==> src/rtl/msu_pkg.sv <==
package msu_pkg;
  localparam int LINES = 4;
  localparam int CTRL_W = 5;
  // status nibble order {carrier, ring, ready, clear}
  localparam logic [LINES-1:0] STAT_RESET = 4'b1011;
  localparam logic [CTRL_W-1:0] CTRL_RESET = 5'b01000;
  localparam int LOOP_BIT = 4;

  // change flags: ring reports only its falling edge
  function automatic logic [LINES-1:0] change_flags(input logic [LINES-1:0] prev,
                                                   input logic [LINES-1:0] now);
    logic [LINES-1:0] f;
    f = prev ^ now;
    f[2] = prev[2] & ~now[2];
    return f;
  endfunction

  // loopback cross-map of output bits onto the status nibble
  function automatic logic [LINES-1:0] loop_map(input logic [CTRL_W-1:0] c);
    return {c[3], c[2], c[0], c[1]};
  endfunction
endpackage

==> src/rtl/msu_sync.sv <==
module msu_sync #(
  parameter int W = 4,
  parameter int STAGES = 2,
  parameter logic [W-1:0] INIT = '0
) (
  input  logic         clk,
  input  logic         rst_n,
  input  logic [W-1:0] d,
  output logic [W-1:0] q
);
  logic [W-1:0] stage [STAGES];

  always_ff @(posedge clk or negedge rst_n) begin
    if (!rst_n) begin
      for (int i = 0; i < STAGES; i++) stage[i] <= INIT;
    end else begin
      stage[0] <= d;
      for (int i = 1; i < STAGES; i++) stage[i] <= stage[i-1];
    end
  end

  assign q = stage[STAGES-1];
endmodule

==> src/rtl/msu_delta.sv <==
module msu_delta
  import msu_pkg::*;
(
  input  logic             clk,
  input  logic             rst_n,
  input  logic [LINES-1:0] sample,
  input  logic             clr_req,
  output logic [LINES-1:0] stat,
  output logic [LINES-1:0] delta,
  output logic [LINES-1:0] evt
);
  assign evt = change_flags(stat, sample);

  always_ff @(posedge clk or negedge rst_n) begin
    if (!rst_n) begin
      stat  <= STAT_RESET;
      delta <= '0;
    end else begin
      stat  <= sample;
      delta <= (clr_req ? '0 : delta) | evt;
    end
  end

  assert_teri_fall_R4: assert property (@(posedge clk) disable iff (!rst_n)
    $rose(delta[2]) |-> ($past(stat[2]) && !$past(sample[2])));

  assert_sticky_R3: assert property (@(posedge clk) disable iff (!rst_n)
    !clr_req |=> ((delta & $past(delta)) == $past(delta)));

  assert_clear_R5: assert property (@(posedge clk) disable iff (!rst_n)
    (clr_req && evt == '0) |=> (delta == '0 && $stable(stat)));
endmodule

==> src/rtl/msu_ctrl.sv <==
module msu_ctrl
  import msu_pkg::*;
(
  input  logic              clk,
  input  logic              rst_n,
  input  logic              wr,
  input  logic [CTRL_W-1:0] wdata,
  output logic [CTRL_W-1:0] ctrl
);
  always_ff @(posedge clk or negedge rst_n) begin
    if (!rst_n) ctrl <= CTRL_RESET;
    else if (wr) ctrl <= wdata;
  end

  assert_ctrl_store_R7: assert property (@(posedge clk) disable iff (!rst_n)
    wr |=> (ctrl == $past(wdata)));

  assert_ctrl_hold_R7: assert property (@(posedge clk) disable iff (!rst_n)
    !wr |=> $stable(ctrl));
endmodule

==> src/rtl/modem_status_unit.sv <==
module modem_status_unit
  import msu_pkg::*;
#(
  parameter int SYNC_STAGES = 2
) (
  input  logic              clk,
  input  logic              rst_n,
  input  logic              ctrl_wr,
  input  logic [CTRL_W-1:0] ctrl_wdata,
  output logic [CTRL_W-1:0] ctrl_rdata,
  input  logic              stat_rd,
  output logic [7:0]        stat_rdata,
  input  logic              cts_pin,
  input  logic              dsr_pin,
  input  logic              dcd_pin,
  input  logic              ri_pin,
  output logic              rts_pin,
  output logic              dtr_pin,
  output logic              out1_pin,
  output logic              out2_pin,
  output logic              msi_irq
);
  logic [CTRL_W-1:0] ctrl;
  logic [LINES-1:0]  pins_sync, stat, delta, evt;
  logic              loop_on, clr_req;

  msu_ctrl u_ctrl (.clk(clk), .rst_n(rst_n), .wr(ctrl_wr), .wdata(ctrl_wdata), .ctrl(ctrl));

  msu_sync #(.W(LINES), .STAGES(SYNC_STAGES), .INIT(STAT_RESET)) u_sync (
    .clk(clk), .rst_n(rst_n),
    .d({dcd_pin, ri_pin, dsr_pin, cts_pin}), .q(pins_sync));

  assign loop_on = ctrl[LOOP_BIT];
  assign clr_req = stat_rd & ~loop_on;

  msu_delta u_delta (.clk(clk), .rst_n(rst_n), .sample(pins_sync), .clr_req(clr_req),
                     .stat(stat), .delta(delta), .evt(evt));

  assign stat_rdata = loop_on ? {loop_map(ctrl), 4'b0000} : {stat, delta};
  assign ctrl_rdata = ctrl;
  assign rts_pin    = ctrl[1];
  assign dtr_pin    = ctrl[0];
  assign out1_pin   = ctrl[2];
  assign out2_pin   = ctrl[3];
  assign msi_irq    = |delta;

  assert_loop_keep_R9: assert property (@(posedge clk) disable iff (!rst_n)
    (stat_rd && loop_on) |=> ((delta & $past(delta)) == $past(delta)));

  assert_irq_drop_R6: assert property (@(posedge clk) disable iff (!rst_n)
    (stat_rd && !loop_on && evt == '0) |=> !msi_irq);

  assert_irq_rise_R6: assert property (@(posedge clk) disable iff (!rst_n)
    (evt != '0) |=> msi_irq);
endmodule

==> config.mk <==
export PLATFORM = sky130hd
export DESIGN_NAME = modem_status_unit
export DESIGN_NICKNAME = d
export VERILOG_FILES = /design/src/rtl/msu_pkg.sv /design/src/rtl/msu_sync.sv /design/src/rtl/msu_delta.sv /design/src/rtl/msu_ctrl.sv /design/src/rtl/modem_status_unit.sv
export SDC_FILE = /design/constraint.sdc
export NUM_CORES = 1
export LEC_CHECK = 0
export ABC_AREA = 1
export BUFFER_PORTS_ARGS = -buffer_cell sky130_fd_sc_hd__buf_2
export CAP_MARGIN = 20
export CORE_MARGIN = 2
export CORE_UTILIZATION = 45
export DETAILED_ROUTE_END_ITERATION = 6
export PLACE_DENSITY = 0.8
export SLEW_MARGIN = 20
export SYNTH_ARGS = -nofsm -noshare
export SYNTH_HDL_FRONTEND = slang
export SYNTH_SLANG_ARGS = --single-unit
export TNS_END_PERCENT = 5
==> constraint.sdc <==
create_clock -name clk -period 2.2 [get_ports clk]
set_clock_uncertainty 0.2 [all_clocks]
set_input_delay 0.33 -clock clk [delete_from_list [all_inputs] [get_ports clk]]
set_output_delay 0.33 -clock clk [all_outputs]
set_load 0.1 [all_outputs]
# Word-level counts from Yosys, hierarchy flattened
# Cells that the tools add are included.
[word_totals]
regBits = 21
latchBits = 0
mem_bits_rw = 0
mem_bits_ro = 0
inputBits = 13
out_inout_bits = 18
word_cells = 14
mem_count = 0
[classes]
add_sub_neg = 0
n_mul = 0
div_mod_pow = 0
order_cmp = 0
n_eq_ne = 0
n_shift = 0
n_mux = 2
n_bitwise = 6
reduce_logical = 1
[ops]
columns = ["op", "n"]
rows = [
  ["8-bit two-way mux", 1],
  ["4-bit two-way mux", 1],
  ["4-bit OR", 1],
  ["4-bit OR reduction", 1],
  ["4-bit bitwise XOR", 1],
  ["1-bit AND", 2],
  ["1-bit NOT", 2],
]

# Logic depth before layout (Yosys ltp)
# Gate-level depths: netlist of run 1.
[depth]
word_depth = 4
ltp_mapped = 4
ltp_nobuf = 4

# By module
# A second synthesis of run 1 with hierarchy kept.
[unflattened]
hier_cells = 98
hier_area_um2 = 869.6
[by_module_without_submodules]
columns = ["mod", "instances", "cells_per_inst", "area_each_um2", "seq_area_each_um2"]
rows = [
  ["msu_delta", 1, 34, 306.5, 203.9],
  ["msu_sync", 1, 12, 237.7, 207.7],
  ["msu_ctrl", 1, 21, 186.4, 126.4],
  ["modem_status_unit", 1, 31, 138.9, 0.0],
]

# Least setup slack after synthesis of run 1
# No wires, ideal clock.
[synth_timing]
kind = "register -> output"
start = "reg u_ctrl.ctrl[4]"
end = "out stat_rdata[6]"
t_arrival_ps = 3213
required_time_ps = 1670
path_slack_ps = -1543
path_stages_with_launch = 3
n_path_buf = 0
cell_sequence = "dfrtp_1 > inv_2 > o21ai_0"
[synth_via]
elab_chain_cells = 1
[synth_lines]
columns = ["item", "line", "text"]
rows = [
  ["from (decl)", "msu_ctrl.sv:8", "output logic [CTRL_W-1:0] ctrl"],
  ["from (signal assigned)", "msu_ctrl.sv:12", "else if (wr) ctrl <= wdata;"],
  ["8-bit two-way mux", "modem_status_unit.sv:39", "assign stat_rdata = loop_on ? {loop_map(ctrl), 4'b0000} : {stat, delta};"],
  ["to (decl)", "modem_status_unit.sv:12", "output logic [7:0] stat_rdata,"],
]
# Every way passes these cells.

# Final worst setup path of run 1
[layout_timing]
start = "reg u_delta.stat[3]"
end = "out stat_rdata[7]"
[layout_via]
elab_chain_cells = 1
[layout_lines]
columns = ["item", "line", "text"]
rows = [
  ["from (decl)", "msu_delta.sv:8", "output logic [LINES-1:0] stat,"],
  ["from (signal assigned)", "msu_delta.sv:19", "stat <= sample;"],
  ["8-bit two-way mux", "modem_status_unit.sv:39", ""],
]
# Every way passes these cells.

==> impl_metrics.env, run 1 <==
export IMPL_grt_max_degree=22
export IMPL_synth_adder_area_share_pct=0
export IMPL_grt_first_pass_wirelength_um=2145
export IMPL_synthArstFlopShare_pct=100.0
export IMPL_ys_types=13
export IMPL_ys_top_cells_by_count="24 x nand2_1, 15 x inv_1, 11 x dfrtp_1"
export IMPL_synth_compound_area_share_pct=6.686
export IMPL_arrival_ns=1.46
export IMPL_area_growth_pct=29.42
export IMPL_worst_slew_pin_slew_ns=0.4884
export IMPL_cts_setup_buffers=0
export IMPL_grt_pass1_vias=534
export IMPL_clkTransAtPathRegs_ns=0.11
export IMPL_antenna_cells=0
export IMPL_gp_congestion=0.7635
export IMPL_synth_area_leader_cell="dfrtp_1"
export IMPL_synth_edff_count=0
export IMPL_syn_cell_area_sq_um=842.1
export IMPL_slew_violations=0
export IMPL_fp_row_count=15
export IMPL_synth_area_per_cell_sq_um=9.791
export IMPL_cts_root_buffer="clkbuf_4"
export IMPL_synth_simple_area_share_pct=16.49
export IMPL_viasPerCell=4.313
export IMPL_p_leak_nw=0.5879
export IMPL_crit_slowest_cell="dfstp_2"
export IMPL_core_area_sq_um=1745
export IMPL_hold_ws_ns=0.02810
export IMPL_power_density_nw_per_um2=912.4
export IMPL_yosys_top_cells_area="dfrtp_1 33%, dfstp_2 31%, nand2_1 11%"
export IMPL_grt_util_all_layers_pct=14.71
export IMPL_crit_required_ns=1.67
export IMPL_path_max_fanout=2
export IMPL_syn_nets=99
export IMPL_cts_sinks=21
export IMPL_seq_area_frac_synth_pct=63.89
export IMPL_max_stage_delay_ns=0.55
export IMPL_rsz0062_at_grt="false"
export IMPL_maxSlewHeadroom_pct=67.67
export IMPL_antenna_found_initial=0
export IMPL_post_route_min_period_ns=1.987
export IMPL_numCtsBuffers=3
export IMPL_max_vdd_ir_drop_v=0.0005323
export IMPL_start_kind="register"
export IMPL_finalSetupViolations=0
export IMPL_hpwl_um=1037
export IMPL_cts_max_level=1
export IMPL_io_buffers=30
export IMPL_drt_first_pass_iters=4
export IMPL_final_util_pct=62.44
export IMPL_synthCells=86
export IMPL_ys_ff_latch=21
export IMPL_die_w_um=47.26
export IMPL_crit_type="reg -> out"
export IMPL_drive_gt1_share_pct=48.74
export IMPL_synth_xor_area_share_pct=0
export IMPL_cts_buffer_depth=2
export IMPL_endpoint_kind="primary output"
export IMPL_route_detailed_drc=0
export IMPL_hold_viol_final=0
export IMPL_synthMuxAreaShare_pct=0
export IMPL_cts_tree="yes"
export IMPL_vias=621
export IMPL_fp_dieH_um=47.26
export IMPL_drtIter0Drc=3
export IMPL_die_area_sq_um=2233
export IMPL_synthFlopType="dfrtp_1"
export IMPL_status="finished clean"
export IMPL_post_route_period_util_pct=90.30
export IMPL_ios=31
export IMPL_max_cap_violations=0
export IMPL_yosysMostFrequentCell="nand2_1"
export IMPL_finalSetupTns_ns=0
export IMPL_finalNetCount=133
export IMPL_fmax_mhz=503.4
export IMPL_synth_top_family_by_area="simple AND/OR/NAND/NOR gates"
export IMPL_wl_per_cell_um=9.889
export IMPL_initial_utilization_pct=48.24
export IMPL_worstPathCellList="inv_1, o21ai_2, buf_2"
export IMPL_hold_class="in -> reg"
export IMPL_routed_wirelength_um=1424
export IMPL_ant_nets=0
export IMPL_clkLatencyLatePin_ns=0.30
export IMPL_grt_overflow_total=0
export IMPL_synthDominantCellAreaShare_pct=32.69
export IMPL_yosysWarnings=0
[timing repair]
| action | CTS | global route |
|---|---|---|
| gates resized for setup | 0 | 1 |
| endpoints found under the hold margin | 15 | 0 |
| hold buffers | 5 | 0 |
| endpoints found under the setup margin | 0 | 3 |
[sequential cells by signal, indices dropped and copies added, names as in the netlist]
name,flops
u_sync.q,4
u_delta.stat,4
u_ctrl.ctrl,5
u_sync.stage,4
u_delta.delta,4
[power breakdown]
group	internal, mW	total [mW]	switching [mW]
Sequential	0.421	0.445	0.0246
Combinational	0.0646	0.367	0.302
Clock	0.0679	0.182	0.115
Total	0.553	0.994	0.441
[through the flow]
stage          area (sq um)  power, mW  instances  setup slack [ns]
2_1_floorplan         863.3     0.7601         86           -0.2292
3_3_place_gp           1011     0.8090        135            0.4545
3_5_place_dp           1011     0.8141        135            0.3921
4_1_cts                1089      1.004        144           0.04213
5_1_grt                1090      1.039        144            0.1308
6_report               1090     0.9944        144            0.2134
[worst max-delay path, delay by kind of cell, from the launching register on]
family                 cells  cell delay (ns)
flip-flops                 1             0.55
buffers and inverters      2             0.50
AO/OA/AOI/OAI              1             0.11
[cell families after synthesis]
group                  after synthesis
buffers and inverters               22
AND/OR/NAND/NOR                     34
AO/OA/AOI/OAI                        9
flip-flops                          21
[per-layer routing]
layer	GRT usage, %	wire length [um]	up-vias
met2	25.14	702	20
met5	0	0	-
met1	16.71	617	281
met4	10.00	43	0
li1	-	-	315
met3	2.308	60	5
[area by class of cell]
type / instances / area (sq um)
Fill cell: 142 / 655.6
Sequential cell: 21 / 539.3
Multi-Input combinational cell: 43 / 216.5
Timing Repair Buffer: 35 / 215.2
Inverter: 16 / 60.06
Tap cell: 25 / 31.28
Clock buffer: 3 / 22.52
Clock inverter: 1 / 5.005
[cell usage in the layout, fill, tap and decap left out]
master / Yosys / layout
nand2_1: 24 / 24
buf_2: 0 / 29
nor2_1: 5 / 1
inv_2: 1 / 1
dfrtp_1: 11 / 10
nor2_2: 0 / 4
nand2_2: 4 / 4
o21ai_4: 0 / 1
buf_12: 0 / 1
o21ai_1: 5 / 5
nand3_1: 1 / 1
clkbuf_4: 0 / 3
clkinv_2: 0 / 1
o21ai_2: 3 / 3
dlygate4sd3_1: 0 / 5
dfrtp_2: 0 / 1
dfstp_2: 10 / 10
inv_1: 15 / 15
[path summary, 6_finish.rpt]
path / startpoint / endpoint / slack [ns] / cells past startpoint
setup / recovery: u_delta.stat[3] / stat_rdata[7] / 0.21 / 3
hold / removal: ctrl_wdata[0] / u_ctrl.ctrl[0] / 0.03 / 3
setup reg to reg: u_ctrl.ctrl[4] / u_delta.delta[1] / 1.01 / 4
hold reg to reg: u_sync.stage[7] / u_sync.q[3] / 0.16 / 0
max in group asynchronous: rst_n / u_sync.q[3] / 1.18 / 2
min in group asynchronous: rst_n / u_ctrl.ctrl[2] / 0.28 / 2
(Power assumes the default switching activity.)
==> run 2: changes to the inputs <==
- CORE_UTILIZATION: 45 -> 30
- PLACE_DENSITY: 0.8 -> 0.59
==> impl_metrics.env, run 2 (synthesis gave the netlist of run 1 again) <==
export IMPL_status="finished clean"
export IMPL_fill_cells=283
export IMPL_drt_first_pass_iters=4
export IMPL_maxSlewHeadroom_pct=67.10
export IMPL_cts_setup_buffers=0
export IMPL_final_cell_mix="29 x buf_2, 24 x nand2_1, 15 x inv_1, 10 x dfrtp_1, 10 x dfstp_2"
export IMPL_gp_congestion=0.7134
export IMPL_max_vdd_ir_drop_v=0.0005685
export IMPL_drtIter0Drc=6
export IMPL_hp_start="ctrl_wdata[3]"
export IMPL_final_util_pct=40.58
export IMPL_largest_register_ffs=5
export IMPL_rsz0062_at_grt="false"
export IMPL_hold_ws_ns=0.007651
export IMPL_die_w_um=56.98
export IMPL_drive_gt1_share_pct=48.74
export IMPL_final_common_cell="buf_2"
export IMPL_stdcell_area_sq_um=1100
export IMPL_antenna_cells=0
export IMPL_cp_num_buf_inv=1
export IMPL_max_stage_delay_ns=0.56
export IMPL_grt_max_degree=22
export IMPL_fmax_mhz=505.6
export IMPL_fp_dieH_um=56.98
export IMPL_slew_violations=0
export IMPL_crit_start="u_ctrl.ctrl[4]"
export IMPL_finalSetupViolations=0
export IMPL_ant_nets=0
export IMPL_io_buffers=30
export IMPL_cts_root_buffer="clkbuf_4"
export IMPL_post_route_min_period_ns=1.978
export IMPL_wl_per_cell_um=9.313
export IMPL_clkTransAtPathRegs_ns=0.11
export IMPL_top_register="u_ctrl.ctrl"
export IMPL_worstPathCellList="nand2_2, o21ai_2, buf_2"
export IMPL_endpoint_kind="primary output"
export IMPL_path_max_fanout=12
export IMPL_place_area_sq_um=1018
export IMPL_viasPerCell=4.147
export IMPL_worst_slack_ns=0.2223
export IMPL_worst_slew_pin_slew_ns=0.4969
export IMPL_hpwl_um=1079
export IMPL_grt_util_all_layers_pct=10.10
export IMPL_hold_class="in -> reg"
export IMPL_finalPower_uw=996.2
export IMPL_cts_tree="yes"
export IMPL_crit_family="flip-flops"
export IMPL_core_area_sq_um=2710
export IMPL_area_growth_pct=30.61
export IMPL_start_kind="register"
export IMPL_post_place_ws_ns=0.3722
export IMPL_grt_overflow_total=0
export IMPL_arrival_ns=1.45
export IMPL_crit_slowest_cell="dfrtp_2"
export IMPL_vias=622
export IMPL_cts_buffer_depth=2
export IMPL_die_area_sq_um=3247
export IMPL_ios=31
export IMPL_max_cap_violations=0
export IMPL_numCtsBuffers=3
export IMPL_route_detailed_drc=0
export IMPL_crit_type="reg -> out"
export IMPL_p_leak_nw=0.5841
export IMPL_fp_row_count=19
export IMPL_initial_utilization_pct=31.07
export IMPL_finalNetCount=133
export IMPL_antenna_found_initial=0
export IMPL_cts_max_level=1
export IMPL_hold_viol_final=0
export IMPL_grt_pass1_vias=579
export IMPL_r2r_start="u_ctrl.ctrl[4]"
export IMPL_clkLatencyLatePin_ns=0.31
export IMPL_crit_required_ns=1.67
export IMPL_grt_first_pass_wirelength_um=2435
export IMPL_routed_wirelength_um=1397
export IMPL_power_density_nw_per_um2=905.8
export IMPL_post_route_period_util_pct=89.89
export IMPL_cts_sinks=21
run 2: cell types whose count changed in the layout (fill, tap and decap cells not counted), sizes merged:
cell      previous run  this run
clkinv               1         0
clkinvlp             0         1
run 2: final timing paths:
| path | end | slack (ns) | depth (start not counted) |
|---|---|---|---|
| setup / recovery | stat_rdata[5] | 0.22 | 3 |
| hold / removal | u_ctrl.ctrl[3] | 0.008 | 3 |
| setup reg to reg | u_delta.delta[0] | 1.01 | 4 |
| hold reg to reg | u_sync.q[2] | 0.16 | 0 |
| max in group asynchronous | u_delta.stat[3] | 1.18 | 2 |
| min in group asynchronous | u_sync.stage[6] | 0.28 | 2 |
run 2: final cells by class:
cell class / instances / area (sq um) / area share [%]
sequential: 21 / 539.3 / 49.03
clock buffer: 3 / 22.52 / 2.048
clock inverter: 1 / 7.507 / 0.6826
timing repair buffer: 35 / 215.2 / 19.57
multi-input combinational: 43 / 216.5 / 19.68
tap: 31 / 38.79 / 3.527
inverter: 16 / 60.06 / 5.461
run 2: per-stage QoR:
step	setup TNS (ns)	std cells
3_5_place_dp	0	141
4_1_cts	0	150
3_3_place_gp	0	141
6_report	0	150
2_1_floorplan	-1.562	86
5_1_grt	0	150
run 2: worst reg2reg max path, stage by stage (launching register included):
cell	delay [ns]
dfrtp_2	0.54
inv_2	0.15
nand2_2	0.09
nand2_1	0.07
nand2_1	0.05
run 2: what timing repair did:
item,in CTS,in global routing
resized for setup,0,1
endpoints found under the setup margin,0,3
hold buffers,5,0
endpoints found under the hold margin,15,0
run 2: power by group:
group          switching (mW)  total (mW)  internal (mW)  leakage, nW
combinational           0.301       0.365         0.0646        0.341
sequential             0.0241       0.445          0.421        0.229
clock                   0.117       0.186         0.0694       0.0139
total                   0.441       0.996          0.555        0.584
run 2: layer usage:
| metal | vias to the layer above | GRT usage, % | share of wire, % |
|---|---|---|---|
| met5 | - | 0 | 0 |
| met4 | 0 | 4.983 | 2.0 |
| met3 | 4 | 4.989 | 7.1 |
| met2 | 17 | 17.73 | 49 |
| met1 | 287 | 9.781 | 41 |
| li1 | 314 | - | - |
